**config.mk**
```make
export PLATFORM = sky130hd
export DESIGN_NAME = bus_tenure_ctrl
export DESIGN_NICKNAME = d
export VERILOG_FILES = /design/src/rtl/tenure_pkg.sv /design/src/rtl/tenure_req_tracker.sv /design/src/rtl/tenure_fsm.sv /design/src/rtl/tenure_out_decode.sv /design/src/rtl/bus_tenure_ctrl.sv
export SDC_FILE = /design/constraint.sdc
export NUM_CORES = 1
export LEC_CHECK = 0
export BUFFER_PORTS_ARGS = -buffer_cell sky130_fd_sc_hd__buf_2
export CORE_AREA = 2 2 39 41
export CTS_BUF_LIST = sky130_fd_sc_hd__clkbuf_4
export DETAILED_ROUTE_END_ITERATION = 10
export DIE_AREA = 0 0 41 43
export PLACE_DENSITY = 0.5
export SKIP_CTS_REPAIR_TIMING = 1
export SLEW_MARGIN = 30
export SYNTH_ARGS = -nofsm -noshare
export SYNTH_HDL_FRONTEND = slang
export SYNTH_SLANG_ARGS = --single-unit
```
**constraint.sdc**
```tcl
create_clock -name clk -period 1.6 [get_ports clk]
set_input_delay 0.08 -clock clk [delete_from_list [all_inputs] [get_ports clk]]
set_output_delay 0.08 -clock clk [all_outputs]
set_load 0.005 [all_outputs]
```
**src/rtl/tenure_pkg.sv**
```systemverilog
package tenure_pkg;
    localparam int STATE_W = 3;

    typedef enum logic [STATE_W-1:0] {
        ST_ALT     = 3'd0,
        ST_SNOOP   = 3'd1,
        ST_IMPL    = 3'd2,
        ST_LAUNCH  = 3'd3,
        ST_XFER    = 3'd4,
        ST_HOLD    = 3'd5,
        ST_END_ON  = 3'd6,
        ST_END_OFF = 3'd7
    } tenure_state_e;

    typedef struct packed {
        logic bus_req;
        logic bus_oe;
        logic term_oe;
        logic term_low;
        logic cycle_start;
        logic snoop_busy;
    } tenure_out_t;
endpackage

```
**src/rtl/tenure_req_tracker.sv**
```systemverilog
module tenure_req_tracker (
    input  logic clk,
    input  logic rst_n,
    input  logic req_pulse_i,
    input  logic req_cancel_i,
    input  logic launch_i,
    output logic pending_o
);
    logic pending_q;
    logic pending_d;

    // A launch consumes the request; a fresh pulse in the same clock re-arms it.
    always_comb begin
        pending_d = pending_q & ~launch_i;
        if (req_pulse_i)
            pending_d = 1'b1;
        if (req_cancel_i)
            pending_d = 1'b0;
    end

    always_ff @(posedge clk) begin
        if (!rst_n)
            pending_q <= 1'b0;
        else
            pending_q <= pending_d;
    end

    assign pending_o = pending_q;
endmodule

```
**src/rtl/tenure_fsm.sv**
```systemverilog
module tenure_fsm
    import tenure_pkg::*;
(
    input  logic          clk,
    input  logic          rst_n,
    input  logic          grant_i,
    input  logic          xfer_start_i,
    input  logic          snoop_req_i,
    input  logic          xfer_kind_i,
    input  logic          sys_reset_req_i,
    input  logic          cycle_done_i,
    input  logic          pending_i,
    output tenure_state_e state_o,
    output logic          launch_o
);
    tenure_state_e state_q;
    tenure_state_e state_d;
    logic          snoop_hit;
    logic          must_release;

    assign snoop_hit    = xfer_start_i & snoop_req_i & ~xfer_kind_i;
    assign must_release = ~grant_i | sys_reset_req_i;

    always_comb begin
        state_d = state_q;
        unique case (state_q)
            ST_ALT: begin
                if (snoop_hit)
                    state_d = ST_SNOOP;
                else if (grant_i && !xfer_start_i)
                    state_d = ST_IMPL;
            end
            ST_SNOOP:
                state_d = ST_ALT;
            ST_IMPL: begin
                if (!grant_i)
                    state_d = ST_ALT;
                else if (pending_i && !sys_reset_req_i)
                    state_d = ST_LAUNCH;
            end
            ST_LAUNCH:
                state_d = ST_XFER;
            ST_XFER: begin
                if (cycle_done_i) begin
                    if (must_release)
                        state_d = ST_END_ON;
                    else if (pending_i)
                        state_d = ST_LAUNCH;
                    else
                        state_d = ST_HOLD;
                end
            end
            ST_HOLD: begin
                if (must_release)
                    state_d = ST_END_ON;
                else if (pending_i)
                    state_d = ST_LAUNCH;
            end
            ST_END_ON:
                state_d = ST_END_OFF;
            ST_END_OFF:
                state_d = ST_ALT;
            default:
                state_d = ST_ALT;
        endcase
    end

    always_ff @(posedge clk) begin
        if (!rst_n)
            state_q <= ST_ALT;
        else
            state_q <= state_d;
    end

    assign state_o  = state_q;
    assign launch_o = (state_d == ST_LAUNCH);
endmodule

```
**src/rtl/tenure_out_decode.sv**
```systemverilog
module tenure_out_decode
    import tenure_pkg::*;
(
    input  tenure_state_e state_i,
    input  logic          pending_i,
    output tenure_out_t   out_o
);
    always_comb begin
        out_o = '0;
        unique case (state_i)
            ST_ALT, ST_SNOOP: begin
                out_o.bus_req    = pending_i;
                out_o.snoop_busy = (state_i == ST_SNOOP);
            end
            ST_IMPL: begin
                out_o = '0;
            end
            ST_LAUNCH: begin
                out_o.bus_oe      = 1'b1;
                out_o.term_oe     = 1'b1;
                out_o.cycle_start = 1'b1;
            end
            ST_XFER, ST_HOLD: begin
                out_o.bus_oe  = 1'b1;
                out_o.term_oe = 1'b1;
            end
            ST_END_ON: begin
                out_o.term_oe  = 1'b1;
                out_o.term_low = 1'b1;
            end
            ST_END_OFF: begin
                out_o.term_oe = 1'b1;
            end
            default: out_o = '0;
        endcase
    end
endmodule

```
**src/rtl/bus_tenure_ctrl.sv**
```systemverilog
module bus_tenure_ctrl
    import tenure_pkg::*;
(
    input  logic clk,
    input  logic rst_n,
    input  logic grant_i,
    input  logic xfer_start_i,
    input  logic snoop_req_i,
    input  logic xfer_kind_i,
    input  logic sys_reset_req_i,
    input  logic req_pulse_i,
    input  logic req_cancel_i,
    input  logic cycle_done_i,
    output logic bus_req_o,
    output logic term_low_o,
    output logic term_oe_o,
    output logic bus_oe_o,
    output logic cycle_start_o,
    output logic snoop_busy_o
);
    tenure_state_e state;
    logic          pending;
    logic          launch;
    tenure_out_t   outs;

    tenure_req_tracker u_req (
        .clk          (clk),
        .rst_n        (rst_n),
        .req_pulse_i  (req_pulse_i),
        .req_cancel_i (req_cancel_i),
        .launch_i     (launch),
        .pending_o    (pending)
    );

    tenure_fsm u_fsm (
        .clk             (clk),
        .rst_n           (rst_n),
        .grant_i         (grant_i),
        .xfer_start_i    (xfer_start_i),
        .snoop_req_i     (snoop_req_i),
        .xfer_kind_i     (xfer_kind_i),
        .sys_reset_req_i (sys_reset_req_i),
        .cycle_done_i    (cycle_done_i),
        .pending_i       (pending),
        .state_o         (state),
        .launch_o        (launch)
    );

    tenure_out_decode u_dec (
        .state_i   (state),
        .pending_i (pending),
        .out_o     (outs)
    );

    assign bus_req_o     = outs.bus_req;
    assign bus_oe_o      = outs.bus_oe;
    assign term_oe_o     = outs.term_oe;
    assign term_low_o    = outs.term_low;
    assign cycle_start_o = outs.cycle_start;
    assign snoop_busy_o  = outs.snoop_busy;
endmodule

```
* Yosys cells after proc, flatten, opt, wreduce, memory -nomap -nowiden
Cells that the tools add are included.
** Storage, ports and cells
- Bits in registers :: 4
- Input port bits :: 10
- Output and inout port bits :: 6
- Word-level logic and storage cells :: 45
** Cells by class
- Equality and inequality tests :: 8
- Multiplexer cells :: 17
- Bitwise logic cells :: 8
- Reduce and logical (&&, ||, !) cells :: 10
** Operator list (number)
- $mux W3 :: 9
- $pmux W3 S7 :: 1
- $eq A3 B3 Y1 const B :: 4
- $eq A3 B2 Y1 const B :: 3
- $mux W1 :: 7
- $reduce_or A2 Y1 :: 3
- $reduce_or A5 Y1 :: 1
- $not A1 Y1 :: 4
- $and A1 B1 Y1 :: 3
- $eq A3 B1 Y1 const B :: 1
- $logic_not A3 Y1 :: 1
- $reduce_or A3 Y1 :: 1
- $logic_and A1 B1 Y1 :: 2
- $logic_not A1 Y1 :: 2
- $or A1 B1 Y1 :: 1

* Logic depth before layout (Yosys ltp)
Gate-level depths: netlist of run 1.
- Word-level depth :: 9
- Gate-level depth with buffers :: 5

* Cells and area by module
Synthesis of run 1 repeated with hierarchy kept, for this count alone.
** Unflattened totals
- Cell total of the unflattened synthesis :: 40
- Area total of the unflattened synthesis :: 309.0 µm²
** Modules (own cells, without submodules)
- tenure_fsm :: instances 1, cells each 28, area each 220.2 µm², seq. area each 60.1 µm²
- tenure_out_decode :: instances 1, cells each 8, area each 48.8 µm², seq. area each 0.0 µm²
- tenure_req_tracker :: instances 1, cells each 4, area each 40.0 µm², seq. area each 20.0 µm²

* Worst setup path after synthesis of run 1
No wires, ideal clock.
- Path kind :: register to register
- Start point :: reg u_fsm.state_q[0] (netlist: u_fsm.state_o[0])
- End point :: reg u_req.pending_q (netlist: u_req.pending_o)
- Data arrival time :: 1.090 ns
- Path slack :: 0.387 ns
- Cell stages (with the launch flop) :: 6
- Buffers on the path :: 1
- Path through :: dfxtp_1 -> buf_6 -> o21ai_2 -> or4b_1 -> nand3_1 -> a31oi_1
** Between the ends
- Word-level cells in the longest chain between the ends :: 7
- Elaborated cells between the ends (all ways) :: 21
- Those cells by class :: eq/ne: 8; mux: 9; bitwise: 2; reduce/logical: 2
** Ends and longest elaborated chain
- start, declared :: RTL line tenure_fsm.sv:16 : tenure_state_e state_q;
- start signal, assigned :: RTL line tenure_fsm.sv:72 : state_q <= state_d;
- $eq A3 B3 Y1 (tied with other cells) :: RTL line tenure_fsm.sv:26 : unique case (state_q)
- $reduce_or A2 Y1 (no line) (tied with other cells)
- $pmux W3 S7 (*) :: RTL line tenure_fsm.sv:26
- $eq A3 B2 Y1 (*) :: RTL line tenure_fsm.sv:76 : assign launch_o = (state_d == ST_LAUNCH);
- $not A1 Y1 (*) :: RTL line tenure_req_tracker.sv:14 : pending_d = pending_q & ~launch_i;
- $and A1 B1 Y1 (*) :: RTL line tenure_req_tracker.sv:14
- $mux W1 (*) :: RTL line tenure_req_tracker.sv:15 : if (req_pulse_i)
- end signal, assigned :: RTL line tenure_req_tracker.sv:25 : pending_q <= pending_d;
- end, declared :: RTL line tenure_req_tracker.sv:9 : logic pending_q;
Every way passes the cells marked *; elsewhere a longest branch is shown, timed or not.
A chain may end at the register's enable or synchronous reset.

* Final worst setup path of run 1
Same ends and word-level chain as after synthesis.

==> impl_results.md, run 1 <==
- #FFs+latches synth: 4
- DR iter-0 viols: 7
- Wire per inst: 10.68 um
- Fillers: 150
- Ys Warns: 0
- DIE WIDTH: a little over 40 um
- Buffers on Ports: 15
- Routed Antenna Nets: 0
- DP Area: between 300 and 400 um2
- Gpl congestion: ~0.76
- DRT Pass-1 Iters: 4
- Routed WL: slightly below 800 um
- Total track usage: 0.1044
- Dpl cells: a little under 70
- First-pass GRT wire length: 1.242 mm
- Setup_tns: 0 ps
- Final period utilization: 0.8474
- Post-synth cell types: 26
- Most frequent cells in the layout: buf_2 (15), dfxtp_1 (4), inv_1 (3), o211ai_1 (3), clkbuf_4 (3)
- Hold Crit Class: in2reg
- Final slew viol count: 0
- Initial core utilization: 0.2242
- FMAX: roughly 740 MHz
- Syn Std Cell Area: a little over 300 um2
- Largest net degree at the start of global routing: 9
- RSZ-0062 raised after global routing: no
- Status: finished, final reports clean
- Final worst setup slack: 244.2 ps
- Max cap viols: 0
- Clk_lat worst skew: ~230 ps
- Pwr dens: 653.9 nW/um2
- Grt ovf: 0
- Num rows: 14
- CTS root buffer: clkbuf_4
- Via Count: approximately 340
- Number of vias per cell: about 4.7
- CTS tree: built
- Crit path DAT: between 1000 and 1500 ps
- DP HPWL: between 600 and 700 um
- Initial antenna violation count: 0
- Lkg Pwr: 0.2211 nW
- Die Y: about 43 um
- Ports: 16
- Gate Count Post-Synth: 39
- Fin crit period: between 1000 and 1500 ps
- Worst slew pin tran: ~300 ps
- Power, Total: roughly 0.28 mW
- Layout Area Growth over Synthesis: 35.89%
- WS Path Type: reg2reg
- Cell Count, Final, Fillers Out: 72
- CTS max path bufs: 2
- VDD IR max: about 0.00023 V
- Reg clk slew, reported paths: approximately 40 ps
- Sequential-to-total area share from yosys stat: 0.2581
- Rel. slew slack: 0.7963
- Startpoint types: register
- Most common cell after layout, fill and taps aside: buf_2
- Critical path capture point type: register
- Sink Count: 4
- Mapped Nets: 49
- Post-Layout Inst Area: 421.7 um2
- # DRC: 0
- Fraction of layout cells with a size suffix above 1: 0.3750
- Place WS: 232.6 ps
- Final Skew: roughly 1.6 ps
- Final setup viols: 0
- Die Area: 1763 um2
- Hold WS: 106.5 ps
- Vias in the first global route: a little under 300
- CTS H-tree lvls: 1
- Crit Path Max Fanout: 8
- TritonCTS Buffers: 3
- Antenna diodes: 0
- Final Hold Vio Count: 0
- WP data required: about 1700 ps
- Post-Route Utilization: 0.3047
- Final nets: between 60 and 70
- Core box area: 1384 um2
- Avg Synthesized Cell Area: about 8.0 um2
-- final cells by class --
class / count / area, um2 / area share
multi-input combinational: 29 / 197.7 / 0.4688
clock buffer: 3 / 22.52 / 0.05341
inverter: 3 / 11.26 / 0.02671
tap: 16 / 20.02 / 0.04748
timing repair buffer: 17 / 90.09 / 0.2137
sequential: 4 / 80.08 / 0.1899
-- cells in the mapped netlist --
cell      number  area (um2)
nor2b_1        1       6.260
buf_2          2       10.01
nor3b_1        2       15.01
o22ai_1        1       6.260
and3b_1        1       8.760
nor4b_1        1       8.760
dfxtp_1        4       80.08
a31oi_1        1       6.260
nand2_1        1       3.750
and3_1         2       12.51
nor2_1         2       7.510
xor2_1         1       8.760
nor3_1         1       5.000
nand2b_1       1       6.260
or4b_1         1       10.01
nand3_1        2       10.01
a21oi_1        1       5.000
o21ai_2        1       8.760
a22oi_1        1       7.510
o211ai_1       3       22.52
a21o_1         1       7.510
buf_6          1       11.26
and2_1         2       12.51
o21ba_1        1       10.01
inv_1          3       11.26
o32ai_1        1       8.760
-- registers in the layout, indices dropped and copies added, names as in the netlist --
signal           cells
u_fsm.state_o        3
u_req.pending_o      1
-- report_power, final --
part,switching (mW),internal [mW],leakage (nW)
logic,0.0204,0.0244,0.175
registers,0.00453,0.104,0.0326
clock network,0.0387,0.0838,0.0138
-- cells by family (layout without fill, tap and decap cells) --
group                     after synthesis  after routing  share of synthesized area
AOI/OAI and AO/OA                      11             11                     0.2662
xor gates and xnor gates                1              1                    0.02823
buffers and inverters                   6             23                     0.1048
DFF                                     4              4                     0.2581
and+or+nand+nor                        17             17                     0.3427
-- worst max-delay path, cell delays in order (launching register included) --
cell and delay (ps):
dfxtp_1 470, o21ai_2 100, or4b_1 470, nand3_1 120
a31oi_1 70
-- per-layer routing --
layer,global-route usage,wire [um]
met5,0,0
met4,0.08000,0
met3,0.03141,50
met2,0.1375,341
met1,0.1350,378
-- final timing paths --
path                     from          endpoint  slack (ps)  depth (start not counted)
min reg2reg   u_req.pending_o   u_req.pending_o         590                          2
min                     rst_n  u_fsm.state_o[0]         110                          2
max reg2reg  u_fsm.state_o[0]   u_req.pending_o         240                          4
max          u_fsm.state_o[0]   u_req.pending_o         240                          4
No activity file was read; power rests on OpenSTA's default activity.
==> run 2: changes to the inputs <==
PLACE_DENSITY = 0.51   (was 0.5)
clock period = 1.18 ns   (was 1.6 ns; I/O delays follow)
==> run 2 against run 1 <==
- the run now ends with negative setup slack left
- sequential power rose by 34%
- clock skew increased by 1.8 ps
- first-iteration DRC count decreased by 86%
- global-route usage is 0.90 points higher
- total power up 43%
- cell count is 8.3% higher
- design area up 25%
- critical path depth rose by 2
- critical path type is now reg2out
- highest routed layer is now met4
==> impl_results.md, run 2 (synthesized netlist as in run 1, its figures left out) <==
- Final setup viols: 1
- Hold Crit Class: in2reg
- FMAX: between 800 and 900 MHz
- Buffers on Ports: 15
- DP HPWL: ~670 um
- Via Count: 367
- VDD IR max: between 0.0003 and 0.0004 V
- Final nets: 74
- Final slew viol count: 0
- Capture point of the worst reg-to-reg path: u_req.pending_o
- Status: complete, but fails checks
- Grt ovf: 0
- Num rows: 14
- Failing checks: negative setup slack
- Pwr dens: 749.2 nW/um2
- Rel. slew slack: 0.8574
- TritonCTS Buffers: 3
- Crit path DAT: approximately 1200 ps
- RSZ-0062 raised after global routing: yes
- Total track usage: 0.1135
- Most common cell after layout, fill and taps aside: buf_2
- CTS tree: built
- Flip-flop count of the largest register after layout: 3
- R2R setup slack: ~10 ps
- CTS max path bufs: 2
- Routed Antenna Nets: 0
- Die Area: approximately 1800 um2
- Hold WS: between 70 and 80 ps
- Final period utilization: 1.027
- Most frequent cells in the layout: buf_2 (15), buf_4 (4), buf_6 (4)
- Sink Count: 4
- Hold_sp: rst_n
- DRT Pass-1 Iters: 4
- Routed WL: a little under 900 um
- Final Skew: approximately 3.4 ps
- # DRC: 0
- Lkg Pwr: 0.2919 nW
- Place WS: -41.95 ps
- Hold worst-path end: u_fsm.state_o[2]
- WP data required: ~1100 ps
- RR Startpoint: u_fsm.state_o[0]
- Core box area: around 1400 um2
- First-pass GRT wire length: 1.283 mm
- Largest net degree at the start of global routing: 9
- DR iter-0 viols: 1
- Crit Path Max Fanout: 5
- Wire per inst: 11.27 um
- Startpoint types: register
- Worst slew pin tran: between 200 and 250 ps
- Layout Area Growth over Synthesis: 69.76%
- Critical path capture point type: output port
- Fin crit period: roughly 1200 ps
- Reg clk slew, reported paths: around 30 ps
- FF-to-FF path depth: 5
- Cells on Worst Hold Path: 2
- Vias in the first global route: roughly 310
- Max cap viols: 0
- Fraction of layout cells with a size suffix above 1: 0.6290
- Setup_tns: -32.15 ps
- Ports: 16
- Clk_lat worst skew: 240 ps
- DIE WIDTH: a little over 40 um
- Antenna diodes: 0
- Final Hold Vio Count: 0
- Initial antenna violation count: 0
- CTS root buffer: clkbuf_4
- CTS H-tree lvls: 1
- Die Y: about 43 um
- WS Path Type: reg2out
- Gpl congestion: 0.6730
- Initial core utilization: 0.2242
- Number of vias per cell: 4.705
- Final worst setup slack: -32.15 ps
-- run 2: cell count changes in the layout (fill, tap and decap cells not counted), sizes merged --
| cell | delta |
|---|---|
| buf | +6 |
-- run 2: worst max-delay path, cell delays in order, from the launching register on --
cell and delay [ps]:
dfxtp_2 320, buf_6 120, buf_6 120, nand2_4 60, nor2_2 40, a21o_1 140
buf_2 120
-- run 2: final cells by class --
cell class                      instances  area, um2
Clock buffer                            3      22.52
Fill cell                             155      857.1
Tap cell                               16      20.02
Timing Repair Buffer                   23      150.1
Multi-Input combinational cell         29      240.2
Sequential cell                         4      82.58
Inverter                                3      11.26
-- run 2: power breakdown --
part           switching, mW  internal [mW]
combinational         0.0351         0.0437
clock                 0.0569          0.114
sequential           0.00398          0.141
total                 0.0959          0.299
-- run 2: layer usage --
layer  global-route usage  up-vias  share of wire
met5                    0        -              0
met4               0.1200        0          0.022
met3              0.03141        2          0.077
met2               0.1375       17           0.49
met1               0.1447      160           0.41
li1                     -      188              -
-- run 2: worst max path at each step --
stage	depth (start not counted)	slack (ps)	to	from
after global placement	4	-30	u_req.pending_o	u_fsm.state_o[2]
after CTS	6	-170	bus_oe_o	u_fsm.state_o[0]
after global routing	6	-80	bus_oe_o	u_fsm.state_o[0]
after detailed placement	5	-40	u_req.pending_o	u_fsm.state_o[2]
final	6	-30	bus_oe_o	u_fsm.state_o[0]
after floorplan	5	-20	u_req.pending_o	u_fsm.state_o[0]
-- run 2: stage by stage --
stage / cell area [um2] / power [mW] / util / std cells
CTS: 452.9 / 0.3866 / 0.3273 / 76
global route: 526.8 / 0.4243 / 0.3807 / 78
finish: 526.8 / 0.3946 / 0.3807 / 78
floorplan: 317.8 / 0.1835 / - / 39
detailed placement: 430.4 / 0.2128 / 0.3110 / 73
global placement: 430.4 / 0.2131 / 0.3110 / 73
==> run 3: changes to the inputs <==
SYNTH_HIERARCHICAL = 1   (was unset)
==> run 3 against run 2 <==
- the flow still finishes with violations (negative setup slack)
- total power rose to 2.5 times the previous value
- design area up 7.4%
- flip-flop and latch count unchanged
- setup slack worse by 190 ps
- hold slack lost 18 ps
- register-to-register slack got worse by 230 ps
- critical path depth is the same
- clock power up 24%
- highest routed layer is now met3
- via count grew 2.2%
- critical endpoint is now u_req/pending_o
==> impl_results.md, run 3 <==
- Status: complete, but fails checks
- Failing checks: negative setup slack
- Routed Antenna Nets: 0
- Final worst setup slack: -222.7 ps
- CTS tree: built
- DR iter-0 viols: 3
- Routed WL: 814 um
- RR Startpoint: u_fsm/state_o[2]
- Sequential-to-total area share from yosys stat: 0.2591
- First-pass GRT wire length: 1.221 mm
- Setup_tns: -309.6 ps
- Flip-flop count of the largest register after layout: 3
- Synth Flop Type: dfxtp_1
- WP data required: between 1000 and 1500 ps
- TritonCTS Buffers: 3
- DIE WIDTH: roughly 41 um
- Antenna diodes: 0
- Seq. cell area: approximately 90 um2
- Sink Count: 4
- CP max stage cell: dfxtp_4
- Fraction of layout cells with a size suffix above 1: 0.6364
- CTS H-tree lvls: 1
- Avg Synthesized Cell Area: approximately 7.7 um2
- Fin crit period: 1403 ps
- RSZ-0062 raised after global routing: yes
- Syn Std Cell Area: 309.0 um2
- VDD IR max: 0.0008509 V
- CTS max path bufs: 2
- Power, Total: slightly below 1 mW
- Post-synth EDFFs: 0
- Vias in the first global route: between 300 and 400
- Die Y: ~43 um
- #FFs+latches synth: 4
- Hold_sp: rst_n
- Crit path DAT: 1520 ps
- Most frequent cells after synthesis: nor2_1 (7), dfxtp_1 (4), inv_1 (4), nor2b_1 (3)
- FMAX: approximately 710 MHz
- Max cap viols: 0
- Final Hold Vio Count: 0
- Ports: 16
- Die Area: 1763 um2
- Core box area: about 1400 um2
- Clk_lat worst skew: 240 ps
- Most frequent cell after synthesis: nor2_1
- Initial core utilization: 0.2233
- Number of vias per cell: roughly 4.6
- Most common cell after layout, fill and taps aside: buf_2
- Multi-input logic area: roughly 280 um2
- Worst slew pin tran: about 260 ps
- Buffers on Ports: 15
- Gpl congestion: roughly 0.71
- Total track usage: 0.1044
- Ys Warns: 6
- Final slew viol count: 0
- CTS root buffer: clkbuf_4
- Final Skew: between 5 and 6 ps
- Most frequent cells in the layout: buf_2 (15), buf_4 (7), nor2_1 (7)
- Slowest stage delay, CP: roughly 360 ps
- Final setup viols: 2
- Final nets: 77
- Startpoint types: register
- Wire per inst: approximately 9.9 um
- Capture point of the worst reg-to-reg path: u_req/pending_o
- WS Path Type: reg2reg
- R2R setup slack: -220 ps
- Lkg Pwr: between 0.2 and 0.3 nW
- Post-synth cell types: 21
- Mapped Nets: 50
- Via Count: 375
- Grt ovf: 0
- Initial antenna violation count: 0
- Gate Count Post-Synth: 40
- DP Area: roughly 470 um2
- Hold Crit Class: in2reg
- Crit path capture: u_req/pending_o
- Top post-synthesis cells by area: dfxtp_1 (26%), nor2_1 (8.5%), nor2b_1 (6.1%)
- Critical-path cell list: nor2b_4, a211oi_2, o22ai_4, nor3_2, nor2b_1, o211a_1
- Crit path launch: u_fsm/state_o[2]
- Fillers: around 150
- DP HPWL: between 600 and 700 um
- Leading area contributor after synthesis: dfxtp_1
- Rel. slew slack: 0.8252
- FF-to-FF path depth: 6
- DRT Pass-1 Iters: 4
- Crit Path Max Fanout: 5
- # DRC: 0
- Layout Area Growth over Synthesis: 83.00%
- Share of the synthesized area in the top cell type: 0.2591
- Final period utilization: 1.189
- Largest net degree at the start of global routing: 8
- Num rows: 14
- Pwr dens: about 1800 nW/um2
- Reg clk slew, reported paths: approximately 40 ps
- Post-Layout Inst Area: 565.5 um2
- Async SR Flop Fraction: 0
- Critical path capture point type: register
[run 3: power by group]
group | switching (mW) | leakage (nW) | internal, mW | total, mW
sequential | 0.0650 | 0.0350 | 0.178 | 0.243
clock | 0.0615 | 0.0184 | 0.150 | 0.212
combinational | 0.222 | 0.233 | 0.314 | 0.536
[run 3: area by class of cell]
type	instances	area share
timing repair buffer	22	0.2257
tap	16	0.03540
multi-input combinational	32	0.5000
sequential	4	0.1593
clock buffer	4	0.05310
inverter	4	0.02655
[run 3: critical path, delay by kind of cell (launching register included)]
family | cells | cell delay, ps
flops | 1 | 360
compound gates | 3 | 580
simple gates | 3 | 350
[run 3: worst min-delay path by stage]
stage / endpoint / slack (ps) / depth (start not counted)
floorplan: u_fsm/state_o[2] / 180 / 1
global placement: u_req/pending_o / 300 / 2
detailed placement: u_fsm/state_o[2] / 310 / 2
CTS: u_fsm/state_o[2] / 50 / 2
global route: u_fsm/state_o[2] / 70 / 2
finish: u_fsm/state_o[2] / 60 / 2
[run 3: logic make-up after synthesis]
kind of cell,Yosys count,share of synthesized area
multiplexers,1,0.03239
AO/OA/AOI/OAI,8,0.2146
buffers and inverters,4,0.04857
AND/OR/NAND/NOR,23,0.4454
flip-flops,4,0.2591
[run 3: metrics by stage]
step	hold WS [ps]	worst slack [ps]	util	instances
detailed placement	308.2	-173.6	0.3391	77
global placement	301.5	-196.9	0.3391	77
finish	60.61	-222.7	0.4087	82
floorplan	179.9	-124.4	-	40
global route	71.11	-304.3	0.4087	82
CTS	47.59	-194.2	0.3608	81
[run 3: per-layer routing]
layer | global-route usage | vias to the layer above | part of all wire
li1 | - | 196 | -
met1 | 0.1254 | 168 | 0.42
met2 | 0.1563 | 11 | 0.52
met4 | 0.08000 | 0 | 0
met3 | 0.01571 | 0 | 0.060
met5 | 0 | - | 0
